### config.mk
export PLATFORM = sky130hd
export DESIGN_NAME = bcast_sender
export DESIGN_NICKNAME = d
export VERILOG_FILES = /design/src/rtl/bcast_pkg.sv /design/src/rtl/bcast_queue.sv /design/src/rtl/bcast_taken.sv /design/src/rtl/bcast_sender.sv
export SDC_FILE = /design/constraint.sdc
export NUM_CORES = 1
export LEC_CHECK = 0
export CAP_MARGIN = 10
export CORE_AREA = 3 3 54 56
export CTS_BUF_LIST = sky130_fd_sc_hd__clkbuf_4 sky130_fd_sc_hd__clkbuf_8
export CTS_CLUSTER_SIZE = 8
export DETAILED_ROUTE_END_ITERATION = 8
export DIE_AREA = 0 0 57 59
export PLACE_DENSITY_LB_ADDON = 0.15
export SYNTH_ARGS = -nofsm -noshare
export SYNTH_HDL_FRONTEND = slang
export SYNTH_SLANG_ARGS = --single-unit
### constraint.sdc
create_clock -name clk -period 2 [get_ports clk]
set_input_delay 0.3 -clock clk [delete_from_list [all_inputs] [get_ports clk]]
set_output_delay 0.3 -clock clk [all_outputs]
set_load 0.05 [all_outputs]
### src/rtl/bcast_pkg.sv
package bcast_pkg;
  // width of an index into a structure of n entries (at least one bit)
  function automatic int unsigned idx_width(input int unsigned n);
    return (n > 1) ? $clog2(n) : 1;
  endfunction

  // width of a counter that must reach the value n
  function automatic int unsigned cnt_width(input int unsigned n);
    return $clog2(n + 1);
  endfunction
endpackage

### src/rtl/bcast_queue.sv
module bcast_queue #(
  parameter int DATA_W = 8,
  parameter int DEPTH  = 2
) (
  input  logic              clk,
  input  logic              rst,
  input  logic              push,
  input  logic [DATA_W-1:0] push_data,
  input  logic              pop,
  output logic [DATA_W-1:0] head_data,
  output logic              not_empty,
  output logic              full
);
  localparam int PW = bcast_pkg::idx_width(DEPTH);
  localparam int CW = bcast_pkg::cnt_width(DEPTH);
  localparam logic [PW-1:0] LAST = PW'(DEPTH - 1);

  logic [DATA_W-1:0] store [DEPTH];
  logic [PW-1:0]     wr_ptr, rd_ptr;
  logic [CW-1:0]     fill;

  function automatic logic [PW-1:0] bump(input logic [PW-1:0] p);
    return (p == LAST) ? '0 : p + 1'b1;
  endfunction

  // storage carries no reset so it can map onto RAM
  always_ff @(posedge clk) begin
    if (push) store[wr_ptr] <= push_data;
  end

  always_ff @(posedge clk) begin
    if (rst) begin
      wr_ptr <= '0;
      rd_ptr <= '0;
      fill   <= '0;
    end else begin
      if (push) wr_ptr <= bump(wr_ptr);
      if (pop)  rd_ptr <= bump(rd_ptr);
      unique case ({push, pop})
        2'b10:   fill <= fill + 1'b1;
        2'b01:   fill <= fill - 1'b1;
        default: fill <= fill;
      endcase
    end
  end

  assign head_data = store[rd_ptr];
  assign not_empty = (fill != '0);
  assign full      = (fill == CW'(DEPTH));
endmodule

### src/rtl/bcast_taken.sv
module bcast_taken #(
  parameter int N_CONS = 4
) (
  input  logic              clk,
  input  logic              rst,
  input  logic              head_valid,
  input  logic [N_CONS-1:0] ack,
  output logic [N_CONS-1:0] offer,
  output logic              all_taken
);
  logic [N_CONS-1:0] taken;

  for (genvar i = 0; i < N_CONS; i++) begin : g_cons
    assign offer[i] = head_valid & ~taken[i];

    always_ff @(posedge clk) begin
      if (rst)                   taken[i] <= 1'b0;
      else if (all_taken)        taken[i] <= 1'b0;
      else if (offer[i] & ack[i]) taken[i] <= 1'b1;
    end
  end

  assign all_taken = &taken;
endmodule

### src/rtl/bcast_sender.sv
module bcast_sender #(
  parameter int DATA_W = 8,
  parameter int N_CONS = 4,
  parameter int DEPTH  = 2
) (
  input  logic              clk,
  input  logic              rst,
  input  logic [DATA_W-1:0] in_data,
  input  logic              in_valid,
  output logic              in_ready,
  output logic [DATA_W-1:0] out_data,
  output logic [N_CONS-1:0] out_valid,
  input  logic [N_CONS-1:0] out_ack
);
  logic q_full, q_not_empty, retire, accept;

  assign in_ready = ~q_full;
  assign accept   = in_valid & ~q_full;

  bcast_queue #(.DATA_W(DATA_W), .DEPTH(DEPTH)) i_queue (
    .clk       (clk),
    .rst       (rst),
    .push      (accept),
    .push_data (in_data),
    .pop       (retire),
    .head_data (out_data),
    .not_empty (q_not_empty),
    .full      (q_full)
  );

  bcast_taken #(.N_CONS(N_CONS)) i_taken (
    .clk        (clk),
    .rst        (rst),
    .head_valid (q_not_empty),
    .ack        (out_ack),
    .offer      (out_valid),
    .all_taken  (retire)
  );
endmodule

==> qor.yml, run 1 <==
status: "finished, final reports clean"
start_kind: "flop"
wl_um: 1520
cts_htree_levels: 1
cts_hold_buf: 0
synth-main-ff-cell: "edfxtp_1"
clock_skew_ns: 0.00104
final_net_count: 115
r2r-end: "i_queue.fill[1]"
post-cts-setup-buffer-count: 0
routedWlPerCell_um: 11.9
rsz0062_at_grt: "no"
grt_overflow: 0
rr_worst_depth: 5
synth_edf_count: 16
die_w_um: 57
synth-seq-cells: 25
port_buffers: 27
hold_start: "i_taken.taken[0]"
initial_core_util: 0.380
cts_buffers: 3
drv_slew: 0
grt_pass1_vias: 596
synth.top_cell.area_share: 0.511
clock-root-buffer: "clkbuf_4"
rr_startpoint: "i_queue.fill[0]"
top_usage_layer: "met2"
grtUsageMet1: 0.129
fillers: 226
p_int_mw: 0.757
grt_max_degree: 16
clock_latency_ns: 0.30
syn_to_final_growth_pct: 31.9
crit_required_ns: 1.70
met2_usage: 0.170
grt_antenna_before_repair: 0
power_frac_seq: 0.560
ys_warn_count: 0
async_flop_share: 0
syn_avg_cell_area_sq_um: 13.8
synth_most_common_cell: "edfxtp_1"
synth_top_area_cell: "edfxtp_1"
maxCapViolCount: 0
syn_area_sq_um: 941
tightest_slew_ns: 0.379
cp.arrival_ns: 1.46
vias_per_cell: 4.64
ios: 28
switching_share: 0.299
ys_types: 19
drcViolationCount: 0
power_mw: 1.08
post-route-min-period_ns: 1.76
syn-instance-count: 68
gp_congestion: 0.713
p_switching_mw: 0.323
cp_max_fo: 8
cts.sinks: 25
critPathKind: "flop to output port"
clk_pin_slew_ns: 0.13
row_count: 18
endpoint_kind: "output port"
ant_nets: 0
fmax_ghz: 0.568
synth_top_cells_by_area: "edfxtp_1 51%, dfxtp_1 19%, mux2_2 9.6%"
setup_viol_count_final: 0
yosysSeqAreaShare: 0.702
setup_tns_ns: 0
ir_drop_v: 0.000555
drtPass1Iterations: 2
instances_no_fill: 128
drt_iter0_drc: 7
crit_path_end: "out_data[1]"
power_per_cell_area_nw_per_um2: 870
drive_gt1_frac: 0.276
multiInputGateArea_sq_um: 268
core_area_sq_um: 2480
synth_common_cells: "16 x edfxtp_1, 12 x nor2_1, 9 x dfxtp_1, 8 x mux2_2, 6 x a21oi_1"
num_vias: 594
grt_pass1_wl_um: 2660
syn_nets: 84
die_height_um: 59
timing.reg2reg.setup_slack_ns: 0.42
cts_tree: "yes"
n_antenna_cell: 0
hp-class: "flop to flop"
hold_slack_ns: 0.522
combPwrFrac: 0.238
relSlewSlack: 0.747
register_area_sq_um: 661
use_met3: 0.0305
clk_path_buf_depth: 2
hold_violations: 0
period_share: 0.880
ctsResizeCount: 0
leakagePower_nw: 0.481
placed_cells: 124
hpwl_um: 1160
p_clk_frac: 0.202
die-area_sq_um: 3360
gr-usage-all-layers: 0.106
sequential cells by signal, indices dropped and copies added (netlist names), named ones only:
| name | count |
|---|---|
| i_queue.wr_ptr | 1 |
| i_queue.fill | 2 |
| i_queue.rd_ptr | 1 |
| i_queue.store | 16 |
| i_taken.taken | 4 |
per-layer routing:
layer | wire [um] | share of wire
met4 | 15 | 0.0099
met1 | 648 | 0.43
met3 | 110 | 0.072
met2 | 746 | 0.49
met5 | 0 | 0
layout by cell type (no fill, tap or decap), types with 2 or more instances in the layout:
cell / Yosys / routed
clkbuf_4: 0 / 3
clkdlybuf4s50_1: 0 / 14
xor2_1: 2 / 2
a21oi_1: 6 / 6
nor2_1: 12 / 12
mux2_2: 8 / 8
nand2b_1: 2 / 2
dfxtp_1: 9 / 9
buf_4: 0 / 13
edfxtp_1: 16 / 16
inv_1: 2 / 2
stage by stage:
| stage | instance area (sq um) | setup WS [ns] | utilization |
|---|---|---|---|
| 2_1_floorplan | 941 | 0.138 | - |
| 3_3_place_gp | 1210 | 0.257 | 0.489 |
| 3_5_place_dp | 1210 | 0.220 | 0.489 |
| 4_1_cts | 1240 | 0.208 | 0.501 |
| 5_1_grt | 1240 | 0.127 | 0.501 |
| 6_report | 1240 | 0.240 | 0.501 |
area by class of cell:
type,instances,share of cell area
well taps,30,0.0302
inverters,2,0.00605
repair buffers,27,0.192
multi-input cells,40,0.216
clock buffers,3,0.0181
flip-flops and latches,25,0.532
clock inverters,1,0.00605
power groups by stage:
stage / Combinational (mW) / Clock [mW] / Sequential [mW]
3_5_place_dp: 0.259 / 0 / 0.617
2_1_floorplan: 0.172 / 0 / 0.612
3_3_place_gp: 0.257 / 0 / 0.616
4_1_cts: 0.261 / 0.228 / 0.605
6_report: 0.257 / 0.218 / 0.605
5_1_grt: 0.274 / 0.260 / 0.610
logic make-up (layout without fill, tap and decap cells):
logic type / Yosys count / after routing / synth area share
flip-flops: 25 / 25 / 0.702
AND/OR/NAND/NOR: 20 / 20 / 0.0997
AO/OA/AOI/OAI: 8 / 8 / 0.0479
multiplexers: 8 / 8 / 0.0957
XOR/XNOR: 3 / 3 / 0.0279
buffers and inverters: 3 / 33 / 0.0133
adder cells (fa/ha/maj): 1 / 1 / 0.0133
critical path, stage by stage, from the launching register on:
cell and delay [ns]:
dfxtp_1 0.57, mux2_2 0.39, buf_4 0.19
worst min-delay path by stage:
stage                                     end  slack [ns]  cells past startpoint
after global routing      i_queue.store[1][5]        0.53                      1
final                        i_taken.taken[0]        0.52                      2
after global placement       i_taken.taken[2]        0.48                      2
after detailed placement     i_taken.taken[0]        0.49                      2
after CTS                    i_taken.taken[0]        0.53                      2
after floorplan               i_queue.fill[1]        0.37                      1
Note: power is estimated with default switching activity, not from simulation.
==> run 2: changes to the inputs <==
- SYNTH_HIERARCHICAL: default -> 1
==> run 2 against run 1 <==
  * Global-route usage fell by 0.53 points
  * Cell count rose by 0.78%
  * Synthesized area rose by 1.6%
  * Die area did not move
  * Power rose by 3.4%
  * Critical path depth rose by 4
  * Clock power rose by 3%
  * Combinational power rose by 8.9%
  * Clock-buffer cell count rose by 1
  * Flip-flop and latch count did not move
  * Largest cell class unchanged
  * Highest routed layer unchanged
==> qor.yml, run 2 <==
endpoint_kind: "flop"
tightest_slew_ns: 0.380
hold_violations: 0
async_flop_share: 0
post-cts-setup-buffer-count: 0
syn-instance-count: 67
ir_drop_v: 0.000470
synth_top_cells_by_area: "edfxtp_1 50%, dfxtp_1 19%, mux2_2 9.4%"
critPathKind: "flop to flop"
cts_htree_levels: 1
power_mw: 1.12
port_buffers: 27
grt_pass1_vias: 571
row_count: 18
syn_nets: 83
syn_area_sq_um: 956
relSlewSlack: 0.746
crit_required_ns: 2.24
rsz0062_at_grt: "no"
status: "finished, final reports clean"
drv_slew: 0
hold_start: "i_queue/fill[1]"
final_common_cell: "edfxtp_1"
clk_path_buf_depth: 2
core_area_sq_um: 2480
grt_overflow: 0
cp.arrival_ns: 2.00
reg_top3: "i_queue/store x16, i_taken/taken x4, i_queue/fill x2"
slowest_stage: "dfxtp_1"
synth_most_common_cell: "edfxtp_1"
n_antenna_cell: 0
r2r-end: "i_queue/fill[1]"
drive_gt1_frac: 0.313
drtPass1Iterations: 3
setup_viol_count_final: 0
timing.reg2reg.setup_slack_ns: 0.24
fillers: 231
worstHoldPathCells: 2
ys_warn_count: 6
leakagePower_nw: 0.488
synth_common_cells: "16 x edfxtp_1, 9 x dfxtp_1, 9 x nor2_1, 8 x mux2_2, 5 x a21oi_1"
register_area_sq_um: 661
synth_top_area_cell: "edfxtp_1"
rr_startpoint: "i_queue/fill[0]"
clock_skew_ns: 0.00179
rr_worst_depth: 6
synth_edf_count: 16
cts_tree: "yes"
largest-register: "i_queue/store"
synth.top_cell.area_share: 0.503
ctsResizeCount: 0
wl_um: 1610
die_w_um: 57
path_buf_inv: 1
hold_end: "i_queue/fill[1]"
multiInputGateArea_sq_um: 283
drcViolationCount: 0
fmax_ghz: 0.567
power_per_cell_area_nw_per_um2: 878
cts_buffers: 3
syn_to_final_growth_pct: 33.0
grt_pass1_wl_um: 2540
die-area_sq_um: 3360
ios: 28
maxCapViolCount: 0
yosysSeqAreaShare: 0.691
critical_path.max_stage_delay_ns: 0.42
clk_pin_slew_ns: 0.12
vias_per_cell: 4.55
final_net_count: 116
clock-root-buffer: "clkbuf_4"
ant_nets: 0
path_delay_family: "simple AND/OR/NAND/NOR gates"
setup_tns_ns: 0
mostFrequentLayoutCells: "16 x edfxtp_1, 15 x buf_4, 14 x clkdlybuf4s50_1, 9 x nor2_1, 9 x dfxtp_1"
hp-class: "flop to flop"
grt_max_degree: 14
synth-main-ff-cell: "edfxtp_1"
num_vias: 587
synth-seq-cells: 25
clock_latency_ns: 0.30
syn_avg_cell_area_sq_um: 14.3
crit_chain: "and2b_2 -> nor2b_1 -> inv_1 -> ha_1 -> or3_1 -> a21oi_1"
drt_iter0_drc: 13
cts.sinks: 25
largest_register_ffs: 16
post-route-min-period_ns: 1.76
die_height_um: 59
start_kind: "flop"
initial_core_util: 0.386
cp_max_fo: 4
gp_congestion: 0.652
period_share: 0.882
gr-usage-all-layers: 0.101
ys_types: 18
cts_hold_buf: 0
grt_antenna_before_repair: 0
hpwl_um: 1210
routedWlPerCell_um: 12.5
==> run 2: cell type report <==
class	instances	area share
multi-input combinational	39	0.222
inverter	2	0.00591
clock buffer	4	0.0236
timing repair buffer	29	0.199
sequential	25	0.520
tap	30	0.0295
==> run 2: worst max path at each step <==
stage	slack (ns)	depth (start not counted)	from	to
6_report	0.24	6	i_queue/fill[0]	i_queue/fill[1]
5_1_grt	0.05	6	i_queue/fill[0]	i_queue/fill[1]
4_1_cts	0.21	6	i_queue/fill[0]	i_queue/fill[1]
3_5_place_dp	0.09	6	in_valid	i_queue/fill[1]
3_3_place_gp	0.14	6	in_valid	i_queue/fill[1]
2_1_floorplan	0.29	6	i_queue/fill[0]	i_queue/fill[1]
==> run 2: cells by family (layout without fill, tap and decap cells) <==
| family | Yosys count | after routing | share of synthesized area |
|---|---|---|---|
| flops | 25 | 25 | 0.691 |
| simple gates | 19 | 19 | 0.110 |
| mux | 8 | 8 | 0.0942 |
| compound gates | 7 | 7 | 0.0419 |
| xor+xnor | 4 | 4 | 0.0367 |
| buf+inv | 3 | 35 | 0.0131 |
| fa+ha+maj | 1 | 1 | 0.0131 |
==> run 2: worst reg2reg max path, cell delays in order (launching register included) <==
cell and delay [ns]:
dfxtp_1 0.42, and2b_2 0.24, nor2b_1 0.13, inv_1 0.07
ha_1 0.33, or3_1 0.38, a21oi_1 0.14
==> run 2: layer usage <==
layer  share of wire  GRT usage  routed length, um  up-vias
met2            0.53      0.181                850       13
li1                -          -                  -      302
met1            0.42      0.114                667      270
met4          0.0087     0.0397                 14        0
met5               0          0                  0        -
met3           0.045     0.0261                 73        2
==> run 2: power breakdown <==
part           total, mW  internal (mW)  leakage (nW)  switching, mW
logic              0.280          0.108         0.246          0.172
registers          0.613          0.593         0.224         0.0197
clock network      0.224         0.0912        0.0184          0.132
==> run 2: metrics by stage <==
step	cell area, sq um	hold WS [ns]	setup slack, ns	util	std cells
3_5_place_dp	1240	0.503	0.0917	0.501	125
6_report	1270	0.522	0.237	0.513	129
4_1_cts	1270	0.522	0.213	0.513	129
2_1_floorplan	956	0.369	0.289	-	67
5_1_grt	1270	0.560	0.0491	0.513	129
3_3_place_gp	1240	0.485	0.138	0.501	125
